File: src/rtl/srpc_pkg.sv
package srpc_pkg;
  localparam int REG_W   = 24;
  localparam int NPIN    = 3;
  localparam int PIN_SCK = 0;
  localparam int PIN_FS  = 1;
  localparam int PIN_HCK = 2;
  localparam int BIT_SYNC  = 6;
  localparam int BIT_BUFEN = 7;
  localparam int BIT_ALIGN = 8;
  localparam int SYNC_STAGES = 2;

  typedef struct packed {
    logic            align;
    logic            bufen;
    logic            sync;
    logic [NPIN-1:0] flag;
  } ctrl_t;
endpackage

File: src/rtl/srpc_ctrl_reg.sv
module srpc_ctrl_reg
  import srpc_pkg::*;
(
  input  logic             clk,
  input  logic             rst_n,
  input  logic             wr_en,
  input  logic [REG_W-1:0] wr_data,
  output ctrl_t            ctrl
);
  always_ff @(posedge clk or negedge rst_n) begin
    if (!rst_n) begin
      ctrl <= '0;
    end else if (wr_en) begin
      ctrl.flag  <= wr_data[NPIN-1:0];
      ctrl.sync  <= wr_data[BIT_SYNC];
      ctrl.bufen <= wr_data[BIT_BUFEN];
      ctrl.align <= wr_data[BIT_ALIGN];
    end
  end
endmodule

File: src/rtl/srpc_flag_latch.sv
module srpc_flag_latch #(
  parameter int N = 3
) (
  input  logic         clk,
  input  logic         rst_n,
  input  logic         net_mode,
  input  logic         frame_start,
  input  logic         slot_start,
  input  logic [N-1:0] d,
  output logic [N-1:0] q
);
  logic upd;
  assign upd = net_mode ? slot_start : frame_start;

  for (genvar i = 0; i < N; i++) begin : g_flag
    always_ff @(posedge clk or negedge rst_n) begin
      if (!rst_n)   q[i] <= 1'b0;
      else if (upd) q[i] <= d[i];
    end
  end
endmodule

File: src/rtl/srpc_pin_sync.sv
module srpc_pin_sync #(
  parameter int N      = 3,
  parameter int STAGES = 2
) (
  input  logic         clk,
  input  logic         rst_n,
  input  logic [N-1:0] din,
  output logic [N-1:0] dout
);
  for (genvar i = 0; i < N; i++) begin : g_pin
    logic [STAGES-1:0] sh;
    always_ff @(posedge clk or negedge rst_n) begin
      if (!rst_n) sh <= '0;
      else        sh <= {sh[STAGES-2:0], din[i]};
    end
    assign dout[i] = sh[STAGES-1];
  end
endmodule

File: src/rtl/srpc_pin_mux.sv
module srpc_pin_mux
  import srpc_pkg::*;
(
  input  logic            sync,
  input  logic            bufen,
  input  logic            tx_slot_active,
  input  logic [NPIN-1:0] pin_dir,
  input  logic [NPIN-1:0] flag_q,
  input  logic [NPIN-1:0] rxgen_out,
  output logic [NPIN-1:0] pad_out,
  output logic [NPIN-1:0] pad_oe
);
  for (genvar i = 0; i < NPIN; i++) begin : g_mux
    if (i == PIN_FS) begin : g_fs
      always_comb begin
        if (!sync)                  pad_out[i] = rxgen_out[i];
        else if (bufen && pin_dir[i]) pad_out[i] = tx_slot_active;
        else                        pad_out[i] = flag_q[i];
      end
    end else begin : g_plain
      assign pad_out[i] = sync ? flag_q[i] : rxgen_out[i];
    end
    assign pad_oe[i] = pin_dir[i];
  end
endmodule

File: src/rtl/srpc_sync_pin_ctrl.sv
module srpc_sync_pin_ctrl
  import srpc_pkg::*;
(
  input  logic             clk,
  input  logic             rst_n,
  input  logic             wr_en,
  input  logic [REG_W-1:0] wr_data,
  output logic [REG_W-1:0] rd_data,
  input  logic             net_mode,
  input  logic             frame_start,
  input  logic             slot_start,
  input  logic             tx_slot_active,
  input  logic [NPIN-1:0]  pin_dir,
  input  logic [NPIN-1:0]  rxgen_out,
  output logic             rx_use_tx_clk,
  output logic             align_16,
  input  logic [NPIN-1:0]  pad_in,
  output logic [NPIN-1:0]  pad_out,
  output logic [NPIN-1:0]  pad_oe
);
  ctrl_t           ctrl;
  logic [NPIN-1:0] flag_q;
  logic [NPIN-1:0] pin_live;

  srpc_ctrl_reg u_reg (
    .clk(clk), .rst_n(rst_n), .wr_en(wr_en), .wr_data(wr_data), .ctrl(ctrl)
  );

  srpc_flag_latch #(.N(NPIN)) u_latch (
    .clk(clk), .rst_n(rst_n), .net_mode(net_mode), .frame_start(frame_start),
    .slot_start(slot_start), .d(ctrl.flag), .q(flag_q)
  );

  srpc_pin_sync #(.N(NPIN), .STAGES(SYNC_STAGES)) u_sync (
    .clk(clk), .rst_n(rst_n), .din(pad_in), .dout(pin_live)
  );

  srpc_pin_mux u_mux (
    .sync(ctrl.sync), .bufen(ctrl.bufen), .tx_slot_active(tx_slot_active),
    .pin_dir(pin_dir), .flag_q(flag_q), .rxgen_out(rxgen_out),
    .pad_out(pad_out), .pad_oe(pad_oe)
  );

  always_comb begin
    rd_data            = '0;
    rd_data[BIT_SYNC]  = ctrl.sync;
    rd_data[BIT_BUFEN] = ctrl.bufen;
    rd_data[BIT_ALIGN] = ctrl.align;
    for (int i = 0; i < NPIN; i++)
      rd_data[i] = (ctrl.sync && !pin_dir[i]) ? pin_live[i] : ctrl.flag[i];
  end

  assign rx_use_tx_clk = ctrl.sync;
  assign align_16      = ctrl.align;
endmodule

File: config.mk
export PLATFORM = sky130hd
export DESIGN_NAME = srpc_sync_pin_ctrl
export DESIGN_NICKNAME = d
export VERILOG_FILES = /design/src/rtl/srpc_pkg.sv /design/src/rtl/srpc_ctrl_reg.sv /design/src/rtl/srpc_flag_latch.sv /design/src/rtl/srpc_pin_sync.sv /design/src/rtl/srpc_pin_mux.sv /design/src/rtl/srpc_sync_pin_ctrl.sv
export SDC_FILE = /design/constraint.sdc
export NUM_CORES = 1
export LEC_CHECK = 0
export ABC_AREA = 1
export BUFFER_PORTS_ARGS = -buffer_cell sky130_fd_sc_hd__buf_4
export CORE_UTILIZATION = 25
export DETAILED_ROUTE_END_ITERATION = 16
export PLACE_DENSITY_LB_ADDON = 0.3
export SYNTH_ARGS = -nofsm -noshare
export SYNTH_HDL_FRONTEND = slang
export SYNTH_SLANG_ARGS = --single-unit
File: constraint.sdc
create_clock -name clk -period 1 [get_ports clk]
set_input_delay 0.05 -clock clk [delete_from_list [all_inputs] [get_ports clk]]
set_output_delay 0.05 -clock clk [all_outputs]
set_load 0.05 [all_outputs]
==> impl_metrics.ini <==
[worst_setup_path]
start_kind = flop
crit_path_top_delay_cell = dfrtp_4
critPathBufInv = 1
cp_data_required_time_ns = 0.95
critical_path.max_stage_delay_ns = 0.56
path_delay_family = flip-flops
r2r_cells = 3
path_cells = nand2_4 -> nor2_2 -> a21oi_4 -> buf_6
critPathKind = reg2out
path_depth = 4
r2r_slack_ns = 0.08
reg2reg_from = u_reg.ctrl[3]$_DFFE_PN0P_
startpoint = u_reg.ctrl[3]$_DFFE_PN0P_
cp_max_fo = 8
cp-end-kind = primary output
cp.arrival_ns = 1.28

[clocking]
cts_tree = yes
cts_buffers = 3
clockBufferDepth = 2
insertion_delay_ns = 0.28
post-cts-setup-buffer-count = 0
clkSinkCount = 15
cts.clk_slew.worst_paths_ns = 0.08
cts-root-buf = clkbuf_4
ctsHtreeMaxLevel = 1

[synthesis]
synth_edf_count = 0
synth_seq_cells = 15
ys_async_sr_fraction = 1.00
yosys-top-cells-area = dfrtp_1 (47%), buf_4 (23%), nand2_1 (13%), inv_1 (5.6%), nand3_1 (3.1%)
yosys_warnings = 0
yosys.cell_count.top_type = nand2_1
syn_area_per_cell_um2 = 8.18
synth_cell_types = 10
synth_seq_area_share = 0.468
syn_area_um2 = 802
syn-instance-count = 98
synth_top_cell_area_share = 0.468
synthTopCellsByCount = nand2_1 (28), buf_4 (25), dfrtp_1 (15)
yosys.area.top_type = dfrtp_1
ys.flop_type = dfrtp_1

[final_layout]
fin_cells = 185
diodes = 0
drive_gt1_frac = 0.390
fin_nets = 182
area_growth_pct = 58.0
fin_util = 0.415
fillCellCount = 320

[sta]
final_max_slew_viol_count = 0
holdWs_ns = 0.0243
setup_viol = 8
setup_ws_ns = -0.325
fin_crit_sh = 1.33
tns_ns = -2.24
fmax_mhz = 755
rsz0062_at_grt = yes
clock_skew_ns = 0.00291
period_needed_ns = 1.33
hold_viol = 0

[floorplanning]
num_rows = 20
dieWidth_um = 58.6
pin_count = 72
core-area_um2 = 3050
die_h_um = 58.6
die_area_um2 = 3440
start_util = 0.263

[min_path]
whs_path_depth = 2
hold_path.class = in2reg
hp-start = wr_en

[grt]
grt_max_degree = 16
grt_pass1_vias = 637
grt_pass1_wl_um = 2620
grt_usage = 0.101
grt_overflow = 0
antenna_found_initial = 0

[power_and_ir_drop]
power.density_nw_per_um2 = 1410
ir_drop_mv = 0.621
p_leak_nw = 0.672

[placed_design]
dp_slack_ns = -0.0912
post-place-cells = 171
place_congestion = 0.689
place_hpwl_um = 1180
io_buffer_count = 35

[run]
maxCapViolCount = 0

[routing]
drc = 0
via_count = 669
final_antenna_net_count = 0
avgViaCountPerCell = 3.62
drt_iter0_drc = 11
wire_per_inst_um = 8.25
dr.pass1.iters = 4
wl_um = 1530

[status]
status = complete, but fails checks
violations = setup timing
[per-layer routing]
| metal | track usage | wire, um | vias to the layer above | share of wire |
|---|---|---|---|---|
| met5 | 0 | 0 | - | 0 |
| li1 | - | - | 340 | - |
| met2 | 0.179 | 774 | 41 | 0.51 |
| met1 | 0.121 | 631 | 286 | 0.41 |
| met4 | 0.0510 | 4 | 0 | 0.0026 |
| met3 | 0.0132 | 116 | 2 | 0.076 |
[cells in the final DEF (no fill, tap or decap)]
master	netlist	routed
dfrtp_1	15	14
nand3_1	5	5
buf_6	0	8
dfrtp_4	0	1
buf_4	25	29
nor2_2	0	1
inv_1	12	11
inv_2	0	1
o21ai_2	1	1
dlygate4sd3_1	0	10
conb_1	1	18
nor2_4	0	2
clkbuf_1	0	1
o21ai_0	5	5
nand2_1	28	22
clkbuf_4	0	3
a21oi_4	0	3
nand2_4	0	6
[path summary, 6_finish.rpt]
kind	endpoint
setup / recovery	rd_data[2]
hold / removal	u_reg.ctrl[3]$_DFFE_PN0P_
setup reg to reg	u_reg.ctrl[3]$_DFFE_PN0P_
hold reg to reg	u_sync.g_pin[0].sh[1]$_DFF_PN0_
max in group asynchronous	u_reg.ctrl[3]$_DFFE_PN0P_
min in group asynchronous	u_sync.g_pin[2].sh[0]$_DFF_PN0_
[state kept, by name, summed over array words and instances, names as in the netlist]
name / cells
u_reg.ctrl: 6
u_latch.q: 3
u_sync.g_pin.sh: 6
[metrics by stage]
stage	cell area [um2]	power, mW
2_1_floorplan	956	1.28
3_3_place_gp	1100	1.39
3_5_place_dp	1100	1.40
4_1_cts	1260	1.81
5_1_grt	1270	1.89
6_report	1270	1.79
[power breakdown]
part | total (mW) | switching, mW | internal [mW] | leakage (nW)
sequential | 0.701 | 0.0411 | 0.660 | 0.179
clock | 0.341 | 0.186 | 0.155 | 0.0150
combinational | 0.747 | 0.500 | 0.246 | 0.478
[kinds of logic after synthesis]
| kind of cell | synth area share |
|---|---|
| buffers and inverters | 0.290 |
| other | 0.00468 |
| AOI/OAI and AO/OA | 0.0608 |
| DFF | 0.468 |
| and+or+nand+nor | 0.176 |
[area by class of cell]
type                            count  area [um2]  share of cell area
Tap cell                           44        55.1              0.0434
Timing Repair Buffer               47         408               0.322
Clock buffer                        4        26.3              0.0207
Sequential cell                    15         379               0.299
Multi-Input combinational cell     63         354               0.279
Inverter                           12        45.0              0.0355
[timing repair]
| item | in CTS | in global routing |
|---|---|---|
| gates resized for setup | 9 | 2 |
| pin swaps | 0 | 2 |
| hold buffers | 10 | 0 |
| setup endpoints to repair | 8 | 8 |
| hold endpoints to repair | 24 | 0 |
Note: power is estimated with default switching activity, not from simulation.
